--- src/rtl/sdram_seq_pkg.sv ---
package sdram_seq_pkg;

    typedef enum logic [2:0] {
        CMD_MODE = 3'b000,
        CMD_REF  = 3'b001,
        CMD_PRE  = 3'b010,
        CMD_ACT  = 3'b011,
        CMD_WR   = 3'b100,
        CMD_RD   = 3'b101,
        CMD_NOP  = 3'b111
    } cmd_e;

    typedef enum logic [2:0] {
        ST_POWER,
        ST_INITREF,
        ST_MODE,
        ST_IDLE,
        ST_REF2,
        ST_ROW,
        ST_CLOSE,
        ST_SELF
    } st_e;

    // nanoseconds to clock cycles, rounded up
    function automatic int ns2cyc(input int ns, input int clk_ps);
        return (ns * 1000 + clk_ps - 1) / clk_ps;
    endfunction

    function automatic int imax(input int a, input int b);
        return (a > b) ? a : b;
    endfunction

endpackage

--- src/rtl/sdram_span_guard.sv ---
// Busy for SPAN-1 cycles after a start pulse, so the next start lands SPAN cycles later.
module sdram_span_guard #(
    parameter int SPAN = 18
) (
    input  logic clk,
    input  logic rst_n,
    input  logic start,
    output logic busy
);
    generate
        if (SPAN <= 1) begin : g_none
            assign busy = 1'b0;
        end else begin : g_cnt
            localparam int W = $clog2(SPAN + 1);
            logic [W-1:0] cnt_d, cnt_q;

            always_comb begin
                cnt_d = cnt_q;
                if (start)
                    cnt_d = W'(SPAN - 1);
                else if (cnt_q != '0)
                    cnt_d = cnt_q - 1'b1;
            end

            always_ff @(posedge clk or negedge rst_n) begin
                if (!rst_n) cnt_q <= '0;
                else        cnt_q <= cnt_d;
            end

            assign busy = (cnt_q != '0);
        end
    endgenerate
endmodule

--- src/rtl/sdram_ref_timer.sv ---
// Counts cycles since the last refresh; flags due and overdue.
module sdram_ref_timer #(
    parameter int REFI = 3900,
    parameter int LATE = 7800
) (
    input  logic clk,
    input  logic rst_n,
    input  logic run,
    input  logic clear,
    output logic due,
    output logic late
);
    localparam int W = $clog2(LATE + 1);

    logic [W-1:0] cnt_d, cnt_q;

    always_comb begin
        cnt_d = cnt_q;
        if (clear)
            cnt_d = '0;
        else if (run && cnt_q != W'(LATE))
            cnt_d = cnt_q + 1'b1;
    end

    always_ff @(posedge clk or negedge rst_n) begin
        if (!rst_n) cnt_q <= '0;
        else        cnt_q <= cnt_d;
    end

    assign due  = run && (cnt_q >= W'(REFI - 1));
    assign late = run && (cnt_q == W'(LATE));
endmodule

--- src/rtl/sdram_cmd_seq.sv ---
module sdram_cmd_seq
    import sdram_seq_pkg::*;
#(
    parameter int CLK_PS     = 4000,
    parameter int BA_W       = 2,
    parameter int ROW_W      = 12,
    parameter int COL_W      = 8,
    parameter int INIT_NS    = 100000,
    parameter int REFI_NS    = 15600,
    parameter int LATE_NS    = 31200,
    parameter int TRCD_NS    = 20,
    parameter int TRP_NS     = 20,
    parameter int TRAS_NS    = 45,
    parameter int TRC_NS     = 70,
    parameter int TWR_CK     = 2,
    parameter int TMRD_CK    = 2,
    parameter int INIT_REFS  = 8,
    parameter int CAS_LAT    = 3,
    parameter int BURST_CODE = 0,
    parameter int WRAP_ILV   = 0
) (
    input  logic                         clk,
    input  logic                         rst_n,
    input  logic                         req,
    input  logic                         req_we,
    input  logic [BA_W+ROW_W+COL_W-1:0]  req_addr,
    input  logic                         sr_req,
    output logic                         gnt,
    output logic                         done,
    output logic                         sd_cke,
    output logic                         sd_cs_n,
    output logic                         sd_ras_n,
    output logic                         sd_cas_n,
    output logic                         sd_we_n,
    output logic [BA_W-1:0]              sd_ba,
    output logic [ROW_W-1:0]             sd_addr
);
    localparam int ADDR_W  = BA_W + ROW_W + COL_W;
    localparam int INIT_C  = ns2cyc(INIT_NS, CLK_PS);
    localparam int REFI_C  = ns2cyc(REFI_NS, CLK_PS);
    localparam int LATE_C  = ns2cyc(LATE_NS, CLK_PS);
    localparam int TRCD_C  = imax(ns2cyc(TRCD_NS, CLK_PS), 1);
    localparam int TRP_C   = imax(ns2cyc(TRP_NS, CLK_PS), 1);
    localparam int TRAS_C  = ns2cyc(TRAS_NS, CLK_PS);
    localparam int TRC_C   = imax(ns2cyc(TRC_NS, CLK_PS), 1);
    localparam int SRX_C   = 2 + TRC_C;
    localparam int CLOSE_WR = imax(TRAS_C - TRCD_C, imax(TWR_CK, 1));
    localparam int CLOSE_RD = imax(TRAS_C - TRCD_C, 1);
    localparam int WAIT_W  = $clog2(INIT_C + SRX_C + 2);
    localparam logic [ROW_W-1:0] MODE_WORD =
        ROW_W'((CAS_LAT << 4) | (WRAP_ILV << 3) | BURST_CODE);

    typedef struct packed {
        st_e               st;
        logic [WAIT_W-1:0] wt;
        logic [3:0]        n;
        logic              live;
        logic              cke;
        logic              cs_n;
        cmd_e              cmd;
        logic [BA_W-1:0]   ba;
        logic [ROW_W-1:0]  a;
        logic [COL_W-1:0]  col;
        logic              we;
        logic              gnt;
        logic              done;
    } seq_t;

    seq_t d, q;
    logic rc_start, rc_busy, ref_clr, ref_due, ref_late, wt_zero;

    sdram_span_guard #(.SPAN(TRC_C)) u_rc (
        .clk(clk), .rst_n(rst_n), .start(rc_start), .busy(rc_busy)
    );

    sdram_ref_timer #(.REFI(REFI_C), .LATE(LATE_C)) u_ref (
        .clk(clk), .rst_n(rst_n), .run(q.live), .clear(ref_clr),
        .due(ref_due), .late(ref_late)
    );

    always_comb begin
        d        = q;
        d.cmd    = CMD_NOP;
        d.gnt    = 1'b0;
        d.done   = 1'b0;
        rc_start = 1'b0;
        ref_clr  = 1'b0;
        wt_zero  = (q.wt == '0);
        if (!wt_zero) d.wt = q.wt - 1'b1;

        case (q.st)
            ST_POWER: if (wt_zero) begin
                d.cs_n  = 1'b0;
                d.cmd   = CMD_PRE;
                d.a     = '0;
                d.a[10] = 1'b1;
                d.wt    = WAIT_W'(TRP_C - 1);
                d.n     = 4'(INIT_REFS);
                d.st    = ST_INITREF;
            end
            ST_INITREF: if (wt_zero && !rc_busy) begin
                d.cmd    = CMD_REF;
                rc_start = 1'b1;
                ref_clr  = 1'b1;
                d.n      = q.n - 1'b1;
                if (q.n == 4'd1) d.st = ST_MODE;
            end
            ST_MODE: if (wt_zero && !rc_busy) begin
                d.cmd  = CMD_MODE;
                d.ba   = '0;
                d.a    = MODE_WORD;
                d.wt   = WAIT_W'(TMRD_CK - 1);
                d.live = 1'b1;
                d.st   = ST_IDLE;
            end
            ST_IDLE: if (wt_zero && !rc_busy) begin
                if (ref_due) begin
                    d.cmd    = CMD_REF;
                    rc_start = 1'b1;
                    ref_clr  = 1'b1;
                    if (ref_late) d.st = ST_REF2;
                end else if (sr_req) begin
                    d.cmd    = CMD_REF;
                    d.cke    = 1'b0;
                    rc_start = 1'b1;
                    ref_clr  = 1'b1;
                    d.st     = ST_SELF;
                end else if (req) begin
                    d.cmd    = CMD_ACT;
                    d.ba     = req_addr[ADDR_W-1 -: BA_W];
                    d.a      = req_addr[COL_W +: ROW_W];
                    d.col    = req_addr[COL_W-1:0];
                    d.we     = req_we;
                    d.gnt    = 1'b1;
                    rc_start = 1'b1;
                    d.wt     = WAIT_W'(TRCD_C - 1);
                    d.st     = ST_ROW;
                end
            end
            ST_REF2: if (!rc_busy) begin
                d.cmd    = CMD_REF;
                rc_start = 1'b1;
                ref_clr  = 1'b1;
                d.st     = ST_IDLE;
            end
            ST_ROW: if (wt_zero) begin
                d.cmd = q.we ? CMD_WR : CMD_RD;
                d.a   = '0;
                d.a[COL_W-1:0] = q.col;
                d.wt  = q.we ? WAIT_W'(CLOSE_WR - 1) : WAIT_W'(CLOSE_RD - 1);
                d.st  = ST_CLOSE;
            end
            ST_CLOSE: if (wt_zero) begin
                d.cmd  = CMD_PRE;
                d.a    = '0;
                d.done = 1'b1;
                d.wt   = WAIT_W'(TRP_C - 1);
                d.st   = ST_IDLE;
            end
            ST_SELF: if (!sr_req) begin
                d.cke = 1'b1;
                d.wt  = WAIT_W'(SRX_C - 1);
                d.st  = ST_IDLE;
            end
            default: d.st = ST_IDLE;
        endcase
    end

    always_ff @(posedge clk or negedge rst_n) begin
        if (!rst_n) begin
            q      <= '0;
            q.st   <= ST_POWER;
            q.wt   <= WAIT_W'(INIT_C - 1);
            q.cke  <= 1'b1;
            q.cs_n <= 1'b1;
            q.cmd  <= CMD_NOP;
        end else begin
            q <= d;
        end
    end

    assign gnt      = q.gnt;
    assign done     = q.done;
    assign sd_cke   = q.cke;
    assign sd_cs_n  = q.cs_n;
    assign {sd_ras_n, sd_cas_n, sd_we_n} = q.cmd;
    assign sd_ba    = q.ba;
    assign sd_addr  = q.a;

endmodule

--- config.mk ---
export PLATFORM = sky130hd
export DESIGN_NAME = sdram_cmd_seq
export DESIGN_NICKNAME = d
export VERILOG_FILES = /design/src/rtl/sdram_seq_pkg.sv /design/src/rtl/sdram_span_guard.sv /design/src/rtl/sdram_ref_timer.sv /design/src/rtl/sdram_cmd_seq.sv
export SDC_FILE = /design/constraint.sdc
export NUM_CORES = 1
export LEC_CHECK = 0
export BUFFER_PORTS_ARGS = -buffer_cell sky130_fd_sc_hd__buf_2
export CORE_ASPECT_RATIO = 0.75
export CORE_MARGIN = 5
export CORE_UTILIZATION = 53
export CTS_BUF_LIST = sky130_fd_sc_hd__clkbuf_16
export CTS_CLUSTER_SIZE = 24
export DETAILED_ROUTE_END_ITERATION = 7
export PLACE_DENSITY = 0.81
export SLEW_MARGIN = 20
export SYNTH_ARGS = -nofsm -noshare
export SYNTH_HDL_FRONTEND = slang
export SYNTH_SLANG_ARGS = --single-unit
--- constraint.sdc ---
create_clock -name clk -period 2.57 [get_ports clk]
set_input_delay 0.1285 -clock clk [delete_from_list [all_inputs] [get_ports clk]]
set_output_delay 0.1285 -clock clk [all_outputs]
set_load 0.05 [all_outputs]
Word level (Yosys, flattened, before mapping)
Index checks and enable logic that the tools add are counted.
- $add $sub $neg: 4
- order comparisons: 1
- eq/ne operators: 25
- multiplexer cells: 62
- bitwise logic cells: 2
- reductions and logical operators: 22
- operator list (kind ; count):
    $mux 18 ; 6
    $pmux 15 s6 ; 1
    $pmux 12 s5 ; 1
    $mux 27 ; 2
    $mux 24 ; 2
    $mux 15 ; 3
    $mux 12 ; 3
    $mux 3 ; 12
    $mux 13 ; 2
    $ne 2x2->1 const B ; 13
    $pmux 3 s8 ; 1
    $mux 22 ; 1
    $pmux 3 s7 ; 1
    $mux 1 ; 17
    $mux 17 ; 1
    $logic_not 15->1 ; 1
    $sub 15x1->15 const B ; 1
    $add 13x1->13 const B ; 1
    $eq 13x13->1 const B ; 1
    $ge 13x12->1 const B ; 1
    $ne 13x13->1 const B ; 1
    $eq 3x3->1 const B ; 4
    $reduce_and 11->1 ; 1
    $mux 5 ; 2
    24 further kinds ; 37
- register bits: 71
- input port bits: 27
- output and inout port bits: 21
- word-level logic and storage cells: 131

Longest topological paths before layout
- depth in word-level cells: 7
- gate-level depth with buffers: 13
- depth with buffers taken out: 11

Hierarchy
Synthesis repeated with hierarchy kept, for this count alone.
- cells, all modules: 435
- area, all modules: 4086.4 sq um
- modules (own cells, without submodules) (module ; times used ; cells an instance ; area an instance (sq um) ; seq. area each (sq um)):
    sdram_cmd_seq ; 1 ; 332 ; 3057.9 ; 1342.5
    sdram_ref_timer ; 1 ; 78 ; 764.5 ; 325.3
    sdram_span_guard ; 1 ; 25 ; 264.0 ; 125.1

Worst setup path before layout
OpenSTA, ideal clock, no wires.
- path type: reg-to-reg
- start: register u_ref.cnt_q[0]
- end: register q[9] in the netlist's numbering
- library setup time: 0.125 ns
- arrival time: 2.298 ns
- data required time: 2.445 ns
- slack: 0.147 ns
- cell stages (with the launch flop): 9
- path buffers: 2
- clock period less this slack: 2.423 ns
- cell sequence: dfrtp_1 > ha_1 > a211o_1 > a2111o_1 > a21oi_2 > and4_1 > buf_6 > buf_12 > mux2_4
- word-level cells in the longest chain between the ends: 4
- ends and longest elaborated chain (element ; RTL line ; RTL):
    start, declared ; sdram_ref_timer.sv:15 ; logic [W-1:0] cnt_d, cnt_q;
    start signal, assigned ; sdram_ref_timer.sv:27 ; else cnt_q <= cnt_d;
    $ge 13x12->1 ; sdram_ref_timer.sv:30 ; assign due = run && (cnt_q >= W'(REFI - 1));
    $logic_and 1x1->1 ; sdram_ref_timer.sv:30 ;
    $not 1->1 (no source line) ; - ;
    $reduce_and 5->1 (no source line) ; - ;
    end, declared ; sdram_cmd_seq.sv:69 ; seq_t d, q;
Every way passes these cells.
A chain may end at the register's enable or synchronous reset.

Final worst setup path
- start: register u_ref.cnt_q[0]
- end: register q[50] in the netlist's numbering
- word-level cells in the longest chain between the ends: 5
- elaborated cells on any way between the ends: 10
- those cells by class: order compare (1); eq/ne (3); mux (3); reduce/logical (3)
- ends and longest elaborated chain (element ; RTL line ; RTL):
    $ge 13x12->1 ; sdram_ref_timer.sv:30 ;
    $logic_and 1x1->1 ; sdram_ref_timer.sv:30 ;
    $mux 3 ; sdram_cmd_seq.sv:117 ; if (ref_due) begin
    $mux 18 ; sdram_cmd_seq.sv:116 ; ST_IDLE: if (wt_zero && !rc_busy) begin
    $pmux 3 s8 ; sdram_cmd_seq.sv:91 ; case (q.st)
Parallel ways exist; a longest one is shown, timed or not. The select of a mux whose other input is x is not followed.

==> results.py <==
metrics = {
    "logic_synthesis": {
        "yosysWarnings": 0,
        "synthTopCellsByCount": "58 x dfrtp_1, 53 x nor2_1, 51 x nand2_1",
        "synth_nets": 463,
        "ys_async_sr_fraction_pct": 100.0,
        "syn_area_per_cell_sq_um": 9.548,
        "yosys_most_used_dff": "dfrtp_1",
        "synth_seq_cells": 71,
        "yosysMostFrequentCell": "dfrtp_1",
        "synth-edff-count": 0,
        "seq_area_frac_synth_pct": 43.88,
        "yosysTopAreaCell": "dfrtp_1",
        "netlist_area_sq_um": 4086,
        "ys_types": 70,
        "synth_top_area_share_pct": 35.52,
        "synthTopCellsByArea": "dfrtp_1 36%, dfstp_2 8.4%, nor2_1 4.9%, nand2_1 4.7%, xnor2_1 2.8%",
        "syn_inst": 428,
    },
    "power": {
        "switching_share_pct": 23.18,
        "seqPwrFrac_pct": 42.6,
        "max-vdd-ir-drop_uv": 392.8,
        "power.leakage_nw": 2.214,
        "cellPowerDensity_nw_per_um2": 619.0,
        "p_switching_uw": 682.7,
        "clkPwrFrac_pct": 47.9,
        "power_frac_comb_pct": 9.5,
        "internal-power_mw": 2.263,
    },
    "worst_setup_path": {
        "crit_type": "reg2reg",
        "end_kind": "flop",
        "cp-start-kind": "flop",
        "max_stage_delay_ns": 0.44,
        "critical-path-slowest-cell": "a2111o_1",
        "cp_data_required_time_ns": 2.78,
        "path_cells": "ha_1, a211o_1, a2111o_1, a21o_1, o31ai_4, a211oi_2, mux2_1",
        "cp_max_fo": 5,
        "cp.arrival_ns": 2.73,
    },
    "grt": {
        "grt_pass1_wl_microns": 16530,
        "grt_use_total_pct": 21.63,
        "antenna_found_initial": 0,
        "grt_max_degree": 38,
        "grt_pass1_vias": 3309,
        "gr-total-overflow": 0,
    },
    "routing": {
        "vias": 3364,
        "drt_first_pass_iters": 5,
        "drtIter0Drc": 205,
        "postRouteAntennaNets": 0,
        "viasPerCell": 5.721,
        "drc": 0,
        "wirelength_microns": 9878,
        "routedWlPerCell_microns": 16.80,
    },
    "finish": {
        "final_core_util_pct": 64.02,
        "final_cells": 588,
        "nets": 517,
        "post-route-cell-area_sq_um": 4758,
        "drive_gt1_share_pct": 26.49,
        "antenna_cells": 0,
        "synthToLayoutAreaGrowth_pct": 16.44,
    },
    "sta": {
        "setup-violations-final": 0,
        "rsz0062_at_grt": "false",
        "slew_headroom_pct": 46.39,
        "maxSlewViolCount": 0,
        "tns_ns": 0,
        "hold_viol_final": 0,
        "post-route-min-period_ns": 2.522,
        "worst_pin_slew_ns": 0.8041,
        "finalCritPeriodShare_pct": 98.15,
        "holdWs_ns": 0.01172,
        "fin_skew_ns": 0.005811,
        "max_freq_mhz": 396.4,
    },
    "die": {
        "coreArea_sq_um": 7432,
        "die_area_sq_um": 9585,
        "num_io_pins": 48,
        "die_h_microns": 86.05,
        "initial_core_util_pct": 54.98,
        "rows": 27,
        "die_x_microns": 111.4,
    },
    "min_path": {
        "holdCritPathClass": "in2reg",
    },
    "clock_tree": {
        "clock_latency_ns": 0.33,
        "clock-sinks": 71,
        "htree_levels": 3,
        "cts_setup_buffers": 0,
        "clock_path_buffers": 2,
        "root_buffer": "clkbuf_16",
        "numCtsBuffers": 9,
        "cts_tree": "built",
        "clk_pin_slew_ns": 0.06,
    },
    "placement": {
        "place.gp.congestion": 0.9989,
        "dp.cells": 571,
        "place_area_sq_um": 4403,
        "dp.final_hpwl_microns": 7345,
        "io_buffers": 47,
    },
    "outcome": {
        "status": "finished clean",
    },
    "job": {
        "drv_cap": 0,
    },
}
==> metrics by stage <==
step / setup WS [ns] / power (mW)
floorplan: 0.1471 / 1.451
global placement: 0.1122 / 1.546
detailed placement: 0.05121 / 1.552
CTS: 0.02353 / 2.970
global route: 0.002693 / 3.075
finish: 0.04757 / 2.945
==> worst max-delay path, delay by kind of cell (launching register included) <==
family	cells	cell delay [ns]
adder cells (fa/ha/maj)	1	0.25
multiplexers	1	0.35
AO/OA/AOI/OAI	5	1.39
flip-flops	1	0.41
==> final timing paths <==
check	from	end	slack (ns)	depth (start not counted)
max	u_ref.cnt_q[0]	q[50]	0.05	7
min	req_addr[17]	sd_addr[9]	0.01	2
max reg2reg	u_ref.cnt_q[0]	q[50]	0.05	7
min reg2reg	sd_addr[6]	sd_addr[6]	0.46	2
max in group asynchronous	rst_n	sd_we_n	1.42	3
min in group asynchronous	rst_n	u_ref.cnt_q[8]	0.42	2
==> cell usage in the layout, fill, tap and decap left out, drive strengths merged, types with 5 or more instances in the layout <==
master and instances:
nand4 8, dfstp 13, or3 8, xor2 10
xnor2 13, a22oi 7, a21oi 17, ha 8
o22ai 5, nand2 51, buf 73, mux2 11
a211oi 5, nand3 11, o31ai 5, nor3 11
and3 6, inv 21, dfrtp 58, clkbuf 9
nor2 54, o21ai 24
==> cell families after synthesis <==
family / after synthesis / synth area share [%]
buffers and inverters: 51 / 8.512
flip-flops: 71 / 43.88
adder cells (fa/ha/maj): 8 / 2.450
AO/OA/AOI/OAI: 92 / 15.92
AND/OR/NAND/NOR: 168 / 20.21
XOR/XNOR: 23 / 4.929
multiplexers: 15 / 4.103
==> power by group through the flow <==
stage | sequential, mW | combinational, mW | clock (mW)
after floorplan | 1.26 | 0.187 | 0
after global placement | 1.27 | 0.274 | 0
after detailed placement | 1.28 | 0.277 | 0
after CTS | 1.26 | 0.281 | 1.43
after global routing | 1.27 | 0.317 | 1.49
final | 1.26 | 0.279 | 1.41
==> what timing repair did <==
action,CTS,global route
endpoints found under the hold margin,23,0
endpoints found under the setup margin,0,22
hold buffers,1,0
gates resized for setup,0,2
==> area by class of cell <==
| cell class | count | area (sq um) |
|---|---|---|
| Clock buffer | 9 | 225.2 |
| Sequential cell | 71 | 1793 |
| Tap cell | 101 | 126.4 |
| Multi-Input combinational cell | 306 | 1951 |
| Timing Repair Buffer | 74 | 465.4 |
| Clock inverter | 7 | 115.1 |
| Inverter | 20 | 82.58 |
| Fill cell | 632 | 2674 |
==> state kept, by name, indices dropped and copies added (netlist names) <==
name / count
done: 1
gnt: 1
q: 32
sd_addr: 12
sd_ba: 2
sd_cas_n: 1
sd_cke: 1
sd_cs_n: 1
sd_ras_n: 1
sd_we_n: 1
u_rc.g_cnt.cnt_q: 5
u_ref.cnt_q: 13
==> routing by layer <==
metal / vias up / global-route usage (%) / wire length [microns]
met4: 0 / 7.514 / 164
li1: 1609 / - / -
met1: 1622 / 30.39 / 4509
met5: - / 0 / 0
met2: 115 / 32.90 / 4541
met3: 18 / 5.219 / 663
(Power assumes the default switching activity.)
